<file path="src/rtl/phy_autoneg_seq.sv">
module phy_autoneg_seq #(
  parameter int RST_TICKS = 10,
  parameter int RST_POLLS = 100,
  parameter int AN_TICKS  = 10000,
  parameter int AN_POLLS  = 500
) (
  input  logic        clk,
  input  logic        rst_n,
  input  logic        start,
  input  logic        tick,
  output logic        mdio_req,
  output logic        mdio_wr,
  output logic [4:0]  mdio_phy,
  output logic [4:0]  mdio_reg,
  output logic [15:0] mdio_wdata,
  input  logic        mdio_ack,
  input  logic [15:0] mdio_rdata,
  output logic        busy,
  output logic        done,
  output logic [4:0]  phy_addr,
  output logic [15:0] bmsr_word,
  output logic [15:0] lpa_word,
  output logic        fail_nophy,
  output logic        fail_died,
  output logic        rst_timeout,
  output logic        an_timeout
);
  localparam int MAXT = (RST_TICKS > AN_TICKS) ? RST_TICKS : AN_TICKS;
  localparam int MAXP = (RST_POLLS > AN_POLLS) ? RST_POLLS : AN_POLLS;
  localparam int TW = $clog2(MAXT) + 1;
  localparam int PW = $clog2(MAXP) + 1;
  localparam logic [TW-1:0] RT_LAST = TW'(RST_TICKS - 1);
  localparam logic [TW-1:0] AT_LAST = TW'(AN_TICKS - 1);
  localparam logic [PW-1:0] RP_LAST = PW'(RST_POLLS - 1);
  localparam logic [PW-1:0] AP_LAST = PW'(AN_POLLS - 1);

  typedef enum logic [4:0] {
    S_IDLE, S_SCAN_C, S_SCAN_S, S_RST_RD, S_RST_WR, S_RST_WAIT, S_RST_POLL,
    S_ISO_WR, S_ST1, S_ST2, S_ADV_WR, S_AN_WR, S_AN1, S_AN2, S_AN_WAIT, S_LPA
  } state_t;

  state_t          state;
  logic [15:0]     ctl_q, sts_q;
  logic [TW-1:0]   tick_cnt;
  logic [PW-1:0]   poll_cnt;

  wire        xfer   = mdio_req && mdio_ack;
  wire [15:0] sts_or = sts_q | mdio_rdata;
  wire        linked = sts_or[2] && sts_or[5];

  assign busy     = (state != S_IDLE);
  assign mdio_phy = phy_addr;

  always_comb begin
    mdio_req   = 1'b1;
    mdio_wr    = 1'b0;
    mdio_reg   = 5'd0;
    mdio_wdata = 16'h0000;
    case (state)
      S_SCAN_C, S_RST_RD, S_RST_POLL: mdio_reg = 5'd0;
      S_SCAN_S, S_ST1, S_ST2, S_AN1, S_AN2: mdio_reg = 5'd1;
      S_RST_WR: begin mdio_wr = 1'b1; mdio_wdata = ctl_q | 16'h8000; end
      S_ISO_WR: begin mdio_wr = 1'b1; mdio_wdata = ctl_q & ~16'h0400; end
      S_ADV_WR: begin mdio_wr = 1'b1; mdio_reg = 5'd4; mdio_wdata = 16'h01E1; end
      S_AN_WR:  begin mdio_wr = 1'b1; mdio_wdata = 16'h1200; end
      S_LPA:    mdio_reg = 5'd5;
      default:  mdio_req = 1'b0;
    endcase
  end

  always_ff @(posedge clk) begin
    if (!rst_n) begin
      state <= S_IDLE;
      ctl_q <= '0; sts_q <= '0; tick_cnt <= '0; poll_cnt <= '0;
      done <= 1'b0; phy_addr <= '0; bmsr_word <= '0; lpa_word <= '0;
      fail_nophy <= 1'b0; fail_died <= 1'b0; rst_timeout <= 1'b0; an_timeout <= 1'b0;
    end else begin
      case (state)
        S_IDLE: if (start) begin
          done <= 1'b0; phy_addr <= '0; bmsr_word <= '0; lpa_word <= '0;
          fail_nophy <= 1'b0; fail_died <= 1'b0; rst_timeout <= 1'b0; an_timeout <= 1'b0;
          state <= S_SCAN_C;
        end
        S_SCAN_C: if (xfer) begin ctl_q <= mdio_rdata; state <= S_SCAN_S; end
        S_SCAN_S: if (xfer) begin
          if (ctl_q != 16'hFFFF && mdio_rdata != 16'hFFFF) state <= S_RST_RD;
          else if (phy_addr == 5'd31) begin
            fail_nophy <= 1'b1; done <= 1'b1; state <= S_IDLE;
          end else begin
            phy_addr <= phy_addr + 5'd1; state <= S_SCAN_C;
          end
        end
        S_RST_RD: if (xfer) begin ctl_q <= mdio_rdata; state <= S_RST_WR; end
        S_RST_WR: if (xfer) begin
          tick_cnt <= '0; poll_cnt <= '0; state <= S_RST_WAIT;
        end
        S_RST_WAIT: if (tick) begin
          if (tick_cnt == RT_LAST) begin tick_cnt <= '0; state <= S_RST_POLL; end
          else tick_cnt <= tick_cnt + 1'b1;
        end
        S_RST_POLL: if (xfer) begin
          ctl_q    <= mdio_rdata;
          poll_cnt <= poll_cnt + 1'b1;
          if (mdio_rdata == 16'hFFFF) begin
            fail_died <= 1'b1; done <= 1'b1; state <= S_IDLE;
          end else if (!mdio_rdata[15]) state <= S_ISO_WR;
          else if (poll_cnt == RP_LAST) begin
            rst_timeout <= 1'b1; state <= S_ISO_WR;
          end else state <= S_RST_WAIT;
        end
        S_ISO_WR: if (xfer) state <= S_ST1;
        S_ST1:    if (xfer) begin sts_q <= mdio_rdata; state <= S_ST2; end
        S_ST2:    if (xfer) begin bmsr_word <= sts_or; state <= S_ADV_WR; end
        S_ADV_WR: if (xfer) state <= S_AN_WR;
        S_AN_WR:  if (xfer) begin poll_cnt <= '0; state <= S_AN1; end
        S_AN1:    if (xfer) begin sts_q <= mdio_rdata; state <= S_AN2; end
        S_AN2: if (xfer) begin
          bmsr_word <= sts_or;
          poll_cnt  <= poll_cnt + 1'b1;
          if (linked) state <= S_LPA;
          else if (poll_cnt == AP_LAST) begin
            an_timeout <= 1'b1; done <= 1'b1; state <= S_IDLE;
          end else begin
            tick_cnt <= '0; state <= S_AN_WAIT;
          end
        end
        S_AN_WAIT: if (tick) begin
          if (tick_cnt == AT_LAST) begin tick_cnt <= '0; state <= S_AN1; end
          else tick_cnt <= tick_cnt + 1'b1;
        end
        S_LPA: if (xfer) begin lpa_word <= mdio_rdata; done <= 1'b1; state <= S_IDLE; end
        default: state <= S_IDLE;
      endcase
    end
  end

  AST_REQ_HOLD: assert property (@(posedge clk) disable iff (!rst_n)
    mdio_req && !mdio_ack |=> mdio_req && $stable(mdio_reg) && $stable(mdio_wr)
      && $stable(mdio_wdata) && $stable(mdio_phy));
  AST_IDLE_QUIET: assert property (@(posedge clk) disable iff (!rst_n)
    !busy |-> !mdio_req);
  AST_ONE_FAIL: assert property (@(posedge clk) disable iff (!rst_n)
    $onehot0({fail_nophy, fail_died, an_timeout}));
  AST_LPA_CLEAR: assert property (@(posedge clk) disable iff (!rst_n)
    an_timeout |-> lpa_word == 16'h0000);
  AST_LINK_SEEN: assert property (@(posedge clk) disable iff (!rst_n)
    done && !fail_nophy && !fail_died && !an_timeout |-> bmsr_word[2] && bmsr_word[5]);
  AST_DONE_IDLE: assert property (@(posedge clk) disable iff (!rst_n)
    done |-> !busy);
endmodule

</file>
<file path="config.mk">
export PLATFORM = sky130hd
export DESIGN_NAME = phy_autoneg_seq
export DESIGN_NICKNAME = d
export VERILOG_FILES = /design/src/rtl/phy_autoneg_seq.sv
export SDC_FILE = /design/constraint.sdc
export NUM_CORES = 1
export LEC_CHECK = 0
export ABC_CLOCK_PERIOD_IN_PS = 2250
export CAP_MARGIN = 20
export CORE_MARGIN = 2
export CORE_UTILIZATION = 40
export CTS_CLUSTER_SIZE = 14
export DETAILED_ROUTE_END_ITERATION = 8
export PLACE_DENSITY = 0.76
export SYNTH_ARGS = -nofsm -noshare
export SYNTH_HDL_FRONTEND = slang
export SYNTH_SLANG_ARGS = --single-unit
</file>
<file path="constraint.sdc">
create_clock -name clk -period 2.25 [get_ports clk]
set_input_delay 0.45 -clock clk [delete_from_list [all_inputs] [get_ports clk]]
set_output_delay 0.45 -clock clk [all_outputs]
set_load 0.03 [all_outputs]
</file>
==> run summary <==
pwr dens -> 787 nW/µm²
Initial DRT Pass Iterations -> 5
Setup CP Type -> reg -> out
clock skew -> 0.00913 ns
crit path max fanout -> 8
starting density of the core -> 0.413
drt wl/cell -> 17.3 µm
min cycle time layout -> 2.20 ns
Layout fillers -> 1173
initial antenna violation count -> 0
status -> finished, final reports clean
Syn Inst Count -> 632
Hold Slack -> 0.450 ns
Storage cell area -> 2080 µm²
switching share of power -> 0.346
sequential share of the synthesized area -> 0.393
EDFF count, synth -> 0
Reg2Reg Depth -> 7
Die X -> 119 µm
Antenna Nets Post-Route -> 0
f_max -> 454 MHz
drt initial violations -> 421
first-pass GRT wire length -> 26.2 mm
total core area -> 12700 µm²
Final #Nets -> 789
multi-input logic area -> 2990 µm²
CTS tree -> yes
Vias -> 5492
dpl ws -> -0.218 ns
Clock power frac -> 0.291
DP HPWL -> 11.7 mm
clock-pin slew on the worst setup and hold paths -> 0.07 ns
Port Buffers -> 88
FF-to-FF setup slack -> 0.09 ns
Num CTS Buffers -> 9
H-tree depth -> 3
overall die area -> 14100 µm²
Slew HR -> 0.571
count of final setup violators -> 0
Clock Sinks -> 103
clock tree buffer depth -> 2
VDD IR max -> 0.557 mV
largest net degree at the start of global routing -> 70
Hold WC Path Type -> reg -> reg
Gate power share -> 0.362
via/cell ratio -> 5.84
chip height -> 119 µm
area delta synth->final -> 38.0%
CP Launch Point -> state[3]$_SDFFE_PN0P_
mapped cell area -> 5250 µm²
Ys Warns -> 0
PnR worst setup slack -> 0.0455 ns
crit end category -> output port
remaining routing DRC violations -> 0
ys flop type -> dfxtp_1
max-cap violations -> 0
Finished Layout Cells -> 940
Final period util -> 0.980
Leak -> 2.74 nW
Hold Crit Depth -> 2
# diodes -> 0
async set-reset flop share out of synthesis -> 0
Final Util -> 0.570
reg2reg start -> poll_cnt[1]$_SDFFE_PN0P_
Worst Max-Slew Pin Slew -> 0.637 ns
Total GRT Usage -> 0.229
crit path DAT -> 1.75 ns
internal power -> 3.73 mW
Synth cell types -> 69
Hold Violations, Final -> 0
vias in the first global route -> 5291
Endpoint, Worst Hold -> fail_nophy$_SDFFE_PN0P_
min-delay src -> fail_nophy$_SDFFE_PN0P_
gpl congestion -> 0.941
Boundary Pins -> 92
Synth Area per Inst -> 8.31 µm²
CP Data Required Time -> 1.80 ns
fraction of layout instances using a drive strength above 1 -> 0.190
sw power -> 1.97 mW
sequential share of power -> 0.348
unrepaired setup endpoints after global routing -> false
DP Cell Count -> 918
row count -> 41
clk_lat worst skew -> 0.35 ns
DP Area -> 6730 µm²
Setup crit start kind -> flop
Root Buffer -> clkbuf_16
Reg2Reg Capture Point -> tick_cnt[8]$_SDFFE_PN0P_
Slew Limit Fails -> 0
Total Wirelength -> 16.2 mm
design area -> 7250 µm²
GR Overflow Total -> 0
Yosys reg bits -> 103
[power by group through the flow]
stage | clock, mW | sequential [mW] | combinational (mW)
2_1_floorplan | 0 | 2.02 | 1.10
3_3_place_gp | 0 | 2.02 | 1.82
4_1_cts | 1.68 | 1.97 | 1.93
5_1_grt | 1.75 | 1.99 | 2.19
3_5_place_dp | 0 | 2.03 | 1.85
6_report | 1.66 | 1.98 | 2.06
[kinds of logic after synthesis]
| group | after synthesis | share of synthesized area |
|---|---|---|
| adder cells (fa/ha/maj) | 5 | 0.0119 |
| other | 1 | 0.000714 |
| buffers and inverters | 60 | 0.0548 |
| multiplexers | 18 | 0.0343 |
| AO/OA/AOI/OAI | 164 | 0.220 |
| AND/OR/NAND/NOR | 271 | 0.269 |
| flip-flops | 103 | 0.393 |
| XOR/XNOR | 10 | 0.0167 |
[worst max-delay path: stages (launching register included)]
cell	delay (ns)
dfxtp_4	0.38
or4b_4	0.61
buf_4	0.19
o21ai_4	0.08
buf_12	0.15
[Yosys cell counts, types with 3 or more instances]
master / count / area (µm²)
or2_1: 3 / 18.8
ha_1: 5 / 62.6
mux2i_1: 18 / 180
a31oi_1: 21 / 131
and3_1: 22 / 138
o2bb2ai_1: 6 / 52.6
a32oi_1: 3 / 26.3
a211oi_1: 9 / 67.6
or4_1: 5 / 37.5
a32o_1: 8 / 80.1
nor2b_1: 5 / 31.3
a21oi_1: 51 / 255
o21ai_1: 8 / 40.0
or3_1: 3 / 18.8
nor3b_1: 7 / 52.6
nor2_1: 59 / 221
nand2_1: 77 / 289
nand4_1: 23 / 144
a21o_1: 8 / 60.1
clkbuf_1: 24 / 90.1
xor2_1: 8 / 70.1
o22ai_1: 3 / 18.8
o211ai_1: 23 / 173
and2_1: 14 / 87.6
nor3_1: 13 / 65.1
dfxtp_1: 103 / 2060
buf_4: 10 / 75.1
buf_2: 14 / 70.1
inv_1: 8 / 30.0
nor4_1: 7 / 43.8
nand3_1: 14 / 70.1
[layout by cell type, fill, tap and decap left out, drive strengths merged, types with 3 or more instances in the layout]
cell type,instances
dfxtp,103
buf,100
nand2,77
clkdlybuf4s50,67
nor2,59
a21oi,51
nand4,23
o211ai,23
and3,22
a31oi,21
mux2i,18
nor3,15
nand3,14
and2,14
inv,12
clkbuf,10
o21ai,10
nor4,10
a211oi,9
a21o,8
a32o,8
xor2,8
nor3b,7
o2bb2ai,7
nor2b,5
or4,5
ha,5
o22ai,3
or3,3
conb,3
or2,3
a32oi,3
[what timing repair did]
item | in CTS | in global routing
endpoints found under the setup margin | 17 | 23
hold buffers | 0 | 0
resized for setup | 22 | 16
pin swaps | 2 | 5
gates cloned | 1 | 1
setup buffers | 1 | 3
[cell type report]
cell class / count / share of cell area
clock buffers: 9 / 0.0311
clock inverters: 7 / 0.0124
inverters: 10 / 0.00587
multi-input cells: 471 / 0.412
flip-flops and latches: 103 / 0.287
well taps: 172 / 0.0297
repair buffers: 168 / 0.222
[flip-flops by register name, indices dropped and copies added (netlist names)]
name	count
an_timeout	1
bmsr_word	16
ctl_q	16
done	1
fail_died	1
fail_nophy	1
lpa_word	16
mdio_phy	5
poll_cnt	10
rst_timeout	1
state	4
sts_q	16
tick_cnt	15
[worst max-delay path by stage]
stage / end / slack (ns) / cells after the start
after CTS: mdio_wdata[12] / 0.009 / 6
after detailed placement: mdio_phy[0]$_SDFFE_PN0P_ / -0.22 / 7
after global placement: mdio_phy[3]$_SDFFE_PN0P_ / -0.22 / 6
after global routing: mdio_wr / 0.004 / 6
after floorplan: mdio_wdata[11] / 0.03 / 6
final: mdio_reg[0] / 0.05 / 4
[metal layers]
metal	track usage	routed length [µm]	vias up	part of all wire
met5	0	0	-	0
met3	0.0478	1100	34	0.068
met4	0.0826	448	0	0.028
li1	-	-	2584	-
met2	0.388	8000	243	0.49
met1	0.285	6690	2631	0.41
[through the flow]
stage               power [mW]  setup TNS (ns)
finish                    5.70               0
global route              5.93               0
CTS                       5.58               0
detailed placement        3.88           -1.31
global placement          3.84          -0.917
floorplan                 3.11               0
No activity file was read; power rests on OpenSTA's default activity.
